## src/rtl/pcm_pkg.sv

```systemverilog
package pcm_pkg;

  typedef enum logic [1:0] {
    ST_IDLE  = 2'd0,
    ST_WAIT  = 2'd1,
    ST_FETCH = 2'd2
  } ch_state_t;

  // register window offsets
  localparam logic [3:0] A_SEL    = 4'h0;
  localparam logic [3:0] A_MVOL   = 4'h1;
  localparam logic [3:0] A_CUR    = 4'h2;
  localparam logic [3:0] A_PEAK   = 4'h3;
  localparam logic [3:0] A_ROF_L  = 4'h4;
  localparam logic [3:0] A_ROF_H  = 4'h5;
  localparam logic [3:0] A_VOL    = 4'h6;
  localparam logic [3:0] A_CTRL   = 4'h7;
  localparam logic [3:0] A_LEN_L  = 4'h8;
  localparam logic [3:0] A_LEN_H  = 4'h9;
  localparam logic [3:0] A_PER_L  = 4'hA;
  localparam logic [3:0] A_PER_H  = 4'hB;
  localparam logic [3:0] A_BASE_H = 4'hC;
  localparam logic [3:0] A_BASE_M = 4'hD;
  localparam logic [3:0] A_BASE_L = 4'hE;

  localparam int CTRL_GO_BIT   = 7;
  localparam int CTRL_LOOP_BIT = 0;

  function automatic logic [7:0] mag8(input logic [7:0] s);
    return s[7] ? (8'd0 - s) : s;
  endfunction

endpackage

```

## src/rtl/pcm_period_timer.sv

```systemverilog
module pcm_period_timer #(
  parameter int PW = 16
) (
  input  logic          clk,
  input  logic          rst,
  input  logic          run,
  input  logic          load,
  input  logic          tick,
  input  logic [PW-1:0] period,
  output logic          expire
);
  localparam logic [PW-1:0] ONE = PW'(1);

  logic [PW-1:0] cnt;

  always_ff @(posedge clk) begin
    if (rst)                      cnt <= '0;
    else if (load)                cnt <= (period == '0) ? ONE : period;
    else if (!run)                cnt <= '0;
    else if (tick && cnt != '0)   cnt <= cnt - ONE;
  end

  // elapsed once the tick in this cycle brings the count to zero
  assign expire = (cnt == '0) || (cnt == ONE && tick);


  load_nonzero_chk: assert property (@(posedge clk) disable iff (rst)
    load |=> cnt != '0);

endmodule

```

## src/rtl/pcm_dma_channel.sv

```systemverilog
module pcm_dma_channel
  import pcm_pkg::*;
#(
  parameter int AW = 24,
  parameter int LW = 16,
  parameter int PW = 16
) (
  input  logic          clk,
  input  logic          rst,
  input  logic          tick,
  input  logic          wr_en,
  input  logic [3:0]    addr,
  input  logic [7:0]    wdata,
  output logic [7:0]    rd_byte,
  output logic          mem_req,
  output logic [AW-1:0] mem_addr,
  input  logic          mem_ack,
  input  logic [7:0]    mem_rdata,
  output logic [7:0]    sample,
  output logic [7:0]    volume
);
  ch_state_t     state;
  logic [AW-1:0] base;
  logic [PW-1:0] per;
  logic [LW-1:0] len, rof, offs, nxt_offs;
  logic [7:0]    cur, peak, vol;
  logic          loop_en;

  logic ctl_wr, go, halt, got, last_byte, finish, tmr_exp, tmr_load, act;
  logic cur_wr, peak_wr;

  assign act       = (state != ST_IDLE);
  assign ctl_wr    = wr_en && (addr == A_CTRL);
  assign go        = ctl_wr &&  wdata[CTRL_GO_BIT];
  assign halt      = ctl_wr && !wdata[CTRL_GO_BIT];
  assign got       = (state == ST_FETCH) && mem_ack;
  assign last_byte = (offs == len);
  assign finish    = got && last_byte && !loop_en;
  assign nxt_offs  = last_byte ? rof : offs + LW'(1);
  assign cur_wr    = wr_en && (addr == A_CUR) && (state == ST_IDLE);
  assign peak_wr   = wr_en && (addr == A_PEAK);

  assign tmr_load = go ||
                    (!ctl_wr && ((got && !finish && tmr_exp) ||
                                 ((state == ST_WAIT) && tmr_exp)));

  pcm_period_timer #(.PW(PW)) u_tmr (
    .clk    (clk),
    .rst    (rst),
    .run    (act),
    .load   (tmr_load),
    .tick   (tick),
    .period (per),
    .expire (tmr_exp)
  );

  // fetch sequencing
  always_ff @(posedge clk) begin
    if (rst) begin
      state    <= ST_IDLE;
      offs     <= '0;
      mem_addr <= '0;
    end else if (go) begin
      state    <= ST_FETCH;
      offs     <= '0;
      mem_addr <= base;
    end else if (halt) begin
      state    <= ST_IDLE;
    end else if (got) begin
      if (finish) begin
        state <= ST_IDLE;
      end else begin
        offs <= nxt_offs;
        if (tmr_exp) begin
          state    <= ST_FETCH;
          mem_addr <= base + AW'(nxt_offs);
        end else begin
          state    <= ST_WAIT;
        end
      end
    end else if (state == ST_WAIT && tmr_exp) begin
      state    <= ST_FETCH;
      mem_addr <= base + AW'(offs);
    end
  end

  // configuration bytes
  always_ff @(posedge clk) begin
    if (rst) begin
      base    <= '0;
      per     <= '0;
      len     <= '0;
      rof     <= '0;
      vol     <= '0;
      loop_en <= 1'b0;
    end else if (wr_en) begin
      unique case (addr)
        A_ROF_L:  rof[7:0]       <= wdata;
        A_ROF_H:  rof[LW-1:8]    <= wdata[LW-9:0];
        A_VOL:    vol            <= wdata;
        A_CTRL:   loop_en        <= wdata[CTRL_LOOP_BIT];
        A_LEN_L:  len[7:0]       <= wdata;
        A_LEN_H:  len[LW-1:8]    <= wdata[LW-9:0];
        A_PER_L:  per[7:0]       <= wdata;
        A_PER_H:  per[PW-1:8]    <= wdata[PW-9:0];
        A_BASE_H: base[AW-1:16]  <= wdata[AW-17:0];
        A_BASE_M: base[15:8]     <= wdata;
        A_BASE_L: base[7:0]      <= wdata;
        default: ;
      endcase
    end
  end

  // current sample and peak magnitude
  always_ff @(posedge clk) begin
    if (rst) begin
      cur  <= '0;
      peak <= '0;
    end else begin
      if (got && !ctl_wr) begin
        cur <= mem_rdata;
        if (mag8(mem_rdata) > peak) peak <= mag8(mem_rdata);
      end else if (cur_wr) begin
        cur <= wdata;
        if (mag8(wdata) > peak) peak <= mag8(wdata);
      end
      if (peak_wr) peak <= wdata;
    end
  end

  always_comb begin
    unique case (addr)
      A_CUR:    rd_byte = cur;
      A_PEAK:   rd_byte = peak;
      A_ROF_L:  rd_byte = rof[7:0];
      A_ROF_H:  rd_byte = 8'(rof[LW-1:8]);
      A_VOL:    rd_byte = vol;
      A_CTRL:   rd_byte = {act, 6'h3F, loop_en};
      A_LEN_L:  rd_byte = len[7:0];
      A_LEN_H:  rd_byte = 8'(len[LW-1:8]);
      A_PER_L:  rd_byte = per[7:0];
      A_PER_H:  rd_byte = 8'(per[PW-1:8]);
      A_BASE_H: rd_byte = 8'(base[AW-1:16]);
      A_BASE_M: rd_byte = base[15:8];
      A_BASE_L: rd_byte = base[7:0];
      default:  rd_byte = 8'h00;
    endcase
  end

  assign mem_req = (state == ST_FETCH);
  assign sample  = cur;
  assign volume  = vol;


  start_fetch_chk: assert property (@(posedge clk) disable iff (rst)
    go |=> mem_req && mem_addr == $past(base));

  stop_idle_chk: assert property (@(posedge clk) disable iff (rst)
    halt |=> !mem_req && !act);

  req_hold_chk: assert property (@(posedge clk) disable iff (rst)
    mem_req && !mem_ack && !ctl_wr |=> mem_req && $stable(mem_addr));

  static_ignore_chk: assert property (@(posedge clk) disable iff (rst)
    act && wr_en && addr == A_CUR && !got |=> $stable(sample));

  one_shot_end_chk: assert property (@(posedge clk) disable iff (rst)
    finish && !ctl_wr |=> !mem_req && !act && sample == $past(mem_rdata));

endmodule

```

## src/rtl/pcm_reg_decode.sv

```systemverilog
module pcm_reg_decode
  import pcm_pkg::*;
#(
  parameter int NCH = 4
) (
  input  logic             clk,
  input  logic             rst,
  input  logic             reg_wr,
  input  logic [3:0]       reg_addr,
  input  logic [7:0]       reg_wdata,
  input  logic [NCH*8-1:0] ch_rd,
  output logic [NCH-1:0]   ch_wr,
  output logic [7:0]       master_vol,
  output logic [7:0]       reg_rdata
);
  localparam int SELW = $clog2(NCH);

  logic [SELW-1:0] sel;
  logic            probe;
  logic [7:0]      sel_rd;
  logic            sel_wr;

  assign sel_wr = reg_wr && (reg_addr == A_SEL);

  always_ff @(posedge clk) begin
    if (rst) begin
      sel        <= '0;
      probe      <= 1'b0;
      master_vol <= '0;
    end else if (reg_wr) begin
      if (reg_addr == A_SEL) begin
        if (reg_wdata == 8'hFF) begin
          probe <= 1'b1;
        end else begin
          probe <= 1'b0;
          sel   <= reg_wdata[SELW-1:0];
        end
      end
      if (reg_addr == A_MVOL) master_vol <= reg_wdata;
    end
  end

  genvar i;
  generate
    for (i = 0; i < NCH; i++) begin : g_wr
      assign ch_wr[i] = reg_wr && (sel == SELW'(i));
    end
  endgenerate

  assign sel_rd = ch_rd[{sel, 3'b000} +: 8];

  always_ff @(posedge clk) begin
    if (rst) begin
      reg_rdata <= '0;
    end else begin
      unique case (reg_addr)
        A_SEL:   reg_rdata <= probe ? 8'(NCH) : 8'(sel);
        A_MVOL:  reg_rdata <= master_vol;
        default: reg_rdata <= sel_rd;
      endcase
    end
  end


  probe_keep_chk: assert property (@(posedge clk) disable iff (rst)
    sel_wr && reg_wdata == 8'hFF |=> $stable(sel) && probe);

  one_target_chk: assert property (@(posedge clk) disable iff (rst)
    $onehot0(ch_wr));

endmodule

```

## src/rtl/pcm_dma_channels.sv

```systemverilog
module pcm_dma_channels
  import pcm_pkg::*;
#(
  parameter int NCH = 4,
  parameter int AW  = 24,
  parameter int LW  = 16,
  parameter int PW  = 16
) (
  input  logic              clk,
  input  logic              rst,
  input  logic              tick_en,
  input  logic              reg_wr,
  input  logic [3:0]        reg_addr,
  input  logic [7:0]        reg_wdata,
  output logic [7:0]        reg_rdata,
  output logic [NCH-1:0]    mem_req,
  output logic [NCH*AW-1:0] mem_addr,
  input  logic [NCH-1:0]    mem_ack,
  input  logic [NCH*8-1:0]  mem_rdata,
  output logic [NCH*8-1:0]  sample_out,
  output logic [NCH*8-1:0]  volume_out,
  output logic [7:0]        master_volume
);
  logic [NCH-1:0]   ch_wr;
  logic [NCH*8-1:0] ch_rd;

  pcm_reg_decode #(.NCH(NCH)) u_dec (
    .clk        (clk),
    .rst        (rst),
    .reg_wr     (reg_wr),
    .reg_addr   (reg_addr),
    .reg_wdata  (reg_wdata),
    .ch_rd      (ch_rd),
    .ch_wr      (ch_wr),
    .master_vol (master_volume),
    .reg_rdata  (reg_rdata)
  );

  genvar c;
  generate
    for (c = 0; c < NCH; c++) begin : g_ch
      pcm_dma_channel #(.AW(AW), .LW(LW), .PW(PW)) u_ch (
        .clk       (clk),
        .rst       (rst),
        .tick      (tick_en),
        .wr_en     (ch_wr[c]),
        .addr      (reg_addr),
        .wdata     (reg_wdata),
        .rd_byte   (ch_rd[c*8 +: 8]),
        .mem_req   (mem_req[c]),
        .mem_addr  (mem_addr[c*AW +: AW]),
        .mem_ack   (mem_ack[c]),
        .mem_rdata (mem_rdata[c*8 +: 8]),
        .sample    (sample_out[c*8 +: 8]),
        .volume    (volume_out[c*8 +: 8])
      );
    end
  endgenerate

endmodule

```

## config.mk

```make
export PLATFORM = sky130hd
export DESIGN_NAME = pcm_dma_channels
export DESIGN_NICKNAME = d
export VERILOG_FILES = /design/src/rtl/pcm_pkg.sv /design/src/rtl/pcm_period_timer.sv /design/src/rtl/pcm_dma_channel.sv /design/src/rtl/pcm_reg_decode.sv /design/src/rtl/pcm_dma_channels.sv
export SDC_FILE = /design/constraint.sdc
export NUM_CORES = 2
export LEC_CHECK = 0
export ABC_AREA = 1
export BUFFER_PORTS_ARGS = -buffer_cell sky130_fd_sc_hd__clkbuf_2
export CAP_MARGIN = 30
export CORE_AREA = 2 2 352 354
export CTS_CLUSTER_DIAMETER = 150
export DETAILED_ROUTE_END_ITERATION = 10
export DIE_AREA = 0 0 354 356
export MAX_ROUTING_LAYER = met4
export SKIP_CTS_REPAIR_TIMING = 1
export SLEW_MARGIN = 15
export SYNTH_ARGS = -nofsm -noshare
export SYNTH_HDL_FRONTEND = slang
export SYNTH_HIERARCHICAL = 1
export SYNTH_SLANG_ARGS = --single-unit
export TNS_END_PERCENT = 1
```

## constraint.sdc

```tcl
create_clock -name clk -period 4.9 [get_ports clk]
set_input_delay 1.47 -clock clk [delete_from_list [all_inputs] [get_ports clk]]
set_output_delay 1.47 -clock clk [all_outputs]
set_load 0.02 [all_outputs]
```

---- Yosys cells after proc, flatten, opt, wreduce, memory -nomap -nowiden ----
Cells that the tools add are included.
word-level totals
  output and inout bits ................... 180
  flip-flop bits (word level) ............. 639
  word-level logic and storage cells ...... 483
operators by class
  shift operators ......................... 1
  equality and inequality tests ........... 54
  $lt $le $gt $ge ......................... 8
  multiplexer cells ....................... 108
  reductions and logical operators ........ 206
  bitwise logic cells ..................... 9
  add/sub/neg operators ................... 21
operator list
  operator                                             count
  2-to-1 mux 24 bit                                    24
  one-hot mux 8 bit (13 select lines)                  4
  2-to-1 mux 16 bit                                    20
  2-to-1 mux 8 bit                                     33
  adder 24 x 16 -> 24 bit                              8
  zero test 16 bit                                     8
  AND reduction 2 bit                                  46
  logical AND 1 bit                                    68
  adder 16 x 1 -> 16 bit (second input constant)       4
  == test 16 x 1 -> 1 bit (second input constant)      4
  == test 16 bit                                       4
  > comparator 8 bit                                   8
  nonzero test 16 bit                                  4
  subtractor 16 x 1 -> 16 bit (second input constant)  4
  2-to-1 mux 2 bit                                     24
  subtractor 1 x 8 -> 8 bit (first input constant)     5
  != test 3 x 2 -> 1 bit (second input constant)       12
  nonzero test 3 bit                                   12
  variable part select 32 x 6 -> 8 bit                 1
  == test 4 bit (second input constant)                7
  AND reduction 3 bit                                  9
  nonzero test 2 bit                                   12
  == test 4 x 3 -> 1 bit (second input constant)       4
  one-hot mux 8 bit (2 select lines)                   1
  18 further kinds                                     81

---- Depth between registers and ports, before layout ----
  depth after elaboration ................. 11
  mapped depth ............................ 27
  depth with buffers taken out ............ 25

---- By module ----
Netlist, hierarchy kept.
by module, submodules not included
  module                              area an instance (µm²)  cells each  sequential area each (µm²)  instances
  pcm_dma_channel (g_ch[1].u_ch ...)  9036.2                  1454        2782.7                      2
  pcm_dma_channel (g_ch[0].u_ch)      9083.7                  1460        2782.7                      1
  pcm_dma_channel (g_ch[3].u_ch)      9044.9                  1460        2782.7                      1
  pcm_period_timer                    1305.0                  234         320.3                       4
  pcm_reg_decode                      1187.4                  212         380.4                       1

---- Worst setup path before layout ----
Ideal clock, no wire load.
  path kind ............................... input-to-reg
  from .................................... input mem_ack[3]
  to ...................................... register g_ch[3].u_ch.mem_addr[16]
  required time ........................... 4784 ps
  slack ................................... 1073 ps
  stages on the path ...................... 20
  arrival time ............................ 3711 ps
  path buffers ............................ 2
  path through ............................ and3_1 buf_2 clkinv_1 clkbuf_1 nand2_1 o21ai_0 ha_1 fa_1 nand3_1 nand3_1 nand2_1 nand2_1 nand2_1 nand2_1 nand2_1 nand2_1 nand2_1 nand2_1 inv_1 nor2_1
between the ends
  longest elaborated chain between the ends .. 5
RTL lines
  what                              RTL line                RTL
  start, declared                   pcm_dma_channels.sv:18  input logic [NCH-1:0] mem_ack,
  logical AND 1 bit *               pcm_dma_channel.sv:36   assign got = (state == ST_FETCH) && mem_ack;
  logical AND 1 bit (2 in a row)    pcm_dma_channel.sv:38   assign finish = got && last_byte && !loop_en;
  != test 3 x 2 -> 1 bit (no line)  n/a
  AND reduction 4 bit (no line)     n/a
  end signal, assigned              pcm_dma_channel.sv:66   mem_addr <= base;
  end signal, assigned              pcm_dma_channel.sv:76   mem_addr <= base + AW'(nxt_offs);
  end signal, assigned              pcm_dma_channel.sv:83   mem_addr <= base + AW'(offs);
  end, declared                     pcm_dma_channel.sv:16   output logic [AW-1:0] mem_addr,
Mark *: on every way between the ends. The rest lies on a longest branch, timed or not. The select of a mux whose other input is x is not followed.
A chain may end at the register's enable or synchronous reset.

---- Worst setup path after layout ----
  from .................................... register g_ch[3].u_ch.offs[0]
  to ...................................... register g_ch[3].u_ch.mem_addr[23]
between the ends
  longest elaborated chain between the ends .. 8
RTL lines
  what                                                      RTL line                                      RTL
  start, declared                                           pcm_dma_channel.sv:25                         logic [LW-1:0] len, rof, offs, nxt_offs;
  start signal, assigned                                    pcm_dma_channel.sv:73                         offs <= nxt_offs;
  adder 16 x 1 -> 16 bit or == test 16 bit (tied branches)  pcm_dma_channel.sv:39, pcm_dma_channel.sv:37
  2-to-1 mux 16 bit                                         pcm_dma_channel.sv:39                         assign nxt_offs = last_byte ? rof : offs + LW'(1);
  adder 24 x 16 -> 24 bit                                   pcm_dma_channel.sv:76
  2-to-1 mux 24 bit                                         pcm_dma_channel.sv:74                         if (tmr_exp) begin
  2-to-1 mux 24 bit                                         pcm_dma_channel.sv:70                         if (finish) begin
  2-to-1 mux 24 bit                                         pcm_dma_channel.sv:69                         end else if (got) begin
  2-to-1 mux 24 bit                                         pcm_dma_channel.sv:67                         end else if (halt) begin
  2-to-1 mux 24 bit                                         pcm_dma_channel.sv:63                         end else if (go) begin
Several ways; a longest one is shown, not always the timed one. The select of a mux whose other input is x is not followed.

==> impl_metrics.ini <==
[logic_synthesis]
syn_nets = 7180
yosysSeqAreaShare = 0.300
syn_inst = 6976
synth_flop_cell = dfxtp_1
avgSynthCellArea_um2 = 6.11
synth_seq_cells = 639
synth_edf_count = 0
syn_area_um2 = 42600
yosys_warnings = 6
async_reset_ff_frac = 0
ys_types = 44

[place]
placed_area_um2 = 45200
numPortBuffers = 231
place_congestion = 0.999
post-dp-hpwl_mm = 129

[setup_path]
crit_family = simple AND/OR/NAND/NOR gates
crit_cells = 21
critPathKind = flip-flop to flip-flop
path_cells = inv_1, nand2_1, nand2_1, nor2_1, nand2_1, nor2_2, nand2_2, inv_1, nand2_1, o21ai_0, o21ai_0, ha_1, nand2_1, nor2_1, and2_1, nand4_1, nand3_1, nand2_1, nand2_1, nand2_1, a21oi_1
worst_ep_required_time_ns = 5.52
critical-path-slowest-cell = dfxtp_1
slowest_delay_ns = 0.59
worstReg2RegEnd = g_ch[3].u_ch/mem_addr[23]
cp_num_buf_inv = 2
cp-startpoint = g_ch[3].u_ch/offs[0]
setup.worst_path.end_class = flip-flop
startpoint_type = flip-flop
worst-path-max-fanout = 26
r2r_setup_slack_ns = 1.05
r2r-start = g_ch[3].u_ch/offs[0]
reg2reg_depth = 21
path_common_cell = nand2_1
cp.arrival_ns = 4.47
crit_end = g_ch[3].u_ch/mem_addr[23]

[power]
power_density_nw_per_um2 = 271
leakage_nw = 22.0
p_comb_frac = 0.083
max-vdd-ir-drop_uv = 258
netSwitchingPower_mw = 3.39
finalPower_mw = 13.1
sw_frac_of_total = 0.260
p_seq_frac = 0.403
clkPwrFrac = 0.514
internal_power_mw = 9.67

[grt]
grt_pass1_vias = 42000
overflow = 0
grt_pass1_wl_mm = 256
grt_antenna_before_repair = 5
grt_start_max_net_pins = 69
track_usage = 0.267

[drt]
post_drt_wl_per_cell_um = 19.2
drc_errors = 0
first_iter_violations = 4306
drtPass1Iterations = 6
wirelength_mm = 169
final_antenna_net_count = 0
num_vias = 46200
routed_via_density = 5.25

[hold_path]
hold_path_depth = 2
min-delay-start = g_ch[0].u_ch/peak[1]
min_path_type = flip-flop to flip-flop

[finish]
seqCellArea_um2 = 12800
final_area_um2 = 48200
syn2layout_area_growth_pct = 13.0
drive_above_1_share = 0.0906
layout_commonest_cell = nand2_1
layout.nets = 7305
final_cell_mix = nand2_1 (1921), nor2_1 (862), inv_1 (769), dfxtp_1 (639), a21oi_1 (579)
multi_input_area_um2 = 25300
fillers = 13500

[sta]
finalMaxSlewViolations = 0
finClkSkew_ns = 0.0198
hold_viol = 0
period_share = 0.787
layout_min_cycle_time_ns = 3.85
rsz0062_at_grt = false
fmax_ghz = 0.259
fin_setup_tns_ns = 0
max_slew.worst_pin.slew_ns = 0.784
finalSetupViolations = 0
maxSlewHeadroom = 0.475

[clock_tree]
cts_tree = yes
cts.sinks = 639
clk_latency_ns = 0.68
cts-root-buf = clkbuf_16
numCtsBuffers = 83
htreeDepth = 3
path_clk_slew_ns = 0.06
cts_max_path_buffers = 3

[floorplan]
fp.coreArea_um2 = 123000
initial_utilization = 0.347
die_h_um = 356
die-area_um2 = 126000
ioPinCount = 232
dieWidth_um = 354
num_rows = 129

[run_status]
status = completed

[flow_run]
max-cap-violations = 0
[synthesized netlist by cell type, types with 4 or more instances]
cell type / n / area share
clkbuf_1: 143 / 0.013
xnor2_1: 6 / 0.0012
buf_2: 73 / 0.0086
xor2_1: 68 / 0.014
a221oi_1: 47 / 0.0097
dfxtp_1: 639 / 0.30
o221ai_1: 7 / 0.0014
nor2_2: 24 / 0.0035
nor2_1: 862 / 0.076
nor4_1: 11 / 0.0016
o21a_1: 9 / 0.0016
o2111ai_1: 12 / 0.0025
buf_1: 24 / 0.0021
nand3_2: 14 / 0.0033
a21oi_1: 579 / 0.068
ha_1: 148 / 0.043
nand4_1: 58 / 0.0085
o21bai_1: 6 / 0.0011
buf_6: 22 / 0.0058
o21ai_1: 65 / 0.0076
nor2_8: 6 / 0.0028
inv_2: 67 / 0.0059
o22ai_1: 102 / 0.015
nand2_2: 27 / 0.0040
inv_4: 4 / 0.00059
nand2_1: 1921 / 0.17
inv_1: 771 / 0.068
and3_1: 5 / 0.00073
o21ai_0: 551 / 0.065
and2_1: 7 / 0.0010
or2_2: 13 / 0.0019
nor2_4: 10 / 0.0026
a31oi_1: 15 / 0.0022
buf_4: 10 / 0.0018
fa_1: 4 / 0.0019
nand2_4: 24 / 0.0063
nand3b_1: 80 / 0.014
nor3_1: 68 / 0.0080
clkinv_1: 6 / 0.00053
nand3_1: 462 / 0.054
[kinds of logic after synthesis]
kind of cell | count (synthesis) | share of synthesized area
AO/OA/AOI/OAI | 1395 | 0.174
XOR/XNOR | 74 | 0.0152
adder cells (fa/ha/maj) | 152 | 0.0453
buffers and inverters | 1120 | 0.106
flip-flops | 639 | 0.300
AND/OR/NAND/NOR | 3596 | 0.359
[state kept, by name (all words and copies together), names as in the netlist]
| signal | cells |
|---|---|
| g_ch.u_ch/base | 96 |
| g_ch.u_ch/mem_addr | 96 |
| g_ch.u_ch/len | 64 |
| g_ch.u_ch/offs | 64 |
| g_ch.u_ch/per | 64 |
| g_ch.u_ch/rof | 64 |
| g_ch.u_ch/u_tmr/cnt | 64 |
| g_ch.u_ch/peak | 32 |
| g_ch.u_ch/sample | 32 |
| g_ch.u_ch/volume | 32 |
| g_ch.u_ch/state | 8 |
| u_dec/master_vol | 8 |
| u_dec/reg_rdata | 8 |
| g_ch.u_ch/loop_en | 4 |
| u_dec/sel | 2 |
| u_dec/probe | 1 |
[power groups by stage]
stage | Combinational (mW) | Clock (mW) | Sequential, mW
final | 1.08 | 6.72 | 5.26
after global routing | 1.19 | 7.04 | 5.27
after CTS | 1.06 | 6.84 | 5.26
after detailed placement | 1.06 | 0 | 5.38
after global placement | 1.05 | 0 | 5.38
after floorplan | 0.672 | 0 | 5.37
[final cells by class]
class | count | share of cell area
diodes | 5 | 0.000260
multi-input cells | 5217 | 0.526
well taps | 1637 | 0.0425
repair buffers | 312 | 0.0383
inverters | 848 | 0.0663
flip-flops and latches | 639 | 0.266
clock inverters | 37 | 0.0128
clock buffers | 109 | 0.0485
[metrics by stage]
step | instances | worst slack (ns) | hold WS (ns) | utilization
final | 8804 | 1.05 | 0.481 | 0.393
after global routing | 8803 | 0.617 | 0.504 | 0.393
after CTS | 8799 | 1.10 | 0.476 | 0.393
after detailed placement | 8653 | 0.504 | 0.466 | 0.369
after global placement | 8653 | 0.510 | 0.460 | 0.369
after floorplan | 6976 | 1.07 | 0.436 | -
[metal layers]
metal	vias up	routed length (µm)	track usage
li1	22900	-	-
met1	21400	77400	0.364
met2	1608	73600	0.405
met3	261	12500	0.0374
met4	0	5800	0.0908
met5	-	0	-
[worst min-delay path by stage]
stage / end / slack, ns
floorplan: g_ch[3].u_ch/rof[8] / 0.44
global placement: g_ch[1].u_ch/rof[10] / 0.46
detailed placement: g_ch[1].u_ch/rof[10] / 0.47
CTS: g_ch[1].u_ch/rof[10] / 0.48
global route: g_ch[2].u_ch/mem_addr[9] / 0.50
finish: g_ch[0].u_ch/peak[1] / 0.48
[worst register-to-register path, delay by kind of cell (launching register included)]
family          cells  cell delay, ns
simple gates       15            1.89
buf+inv             2            0.36
fa+ha+maj           1            0.43
compound gates      3            0.53
flops               1            0.59
(Power assumes the default switching activity.)
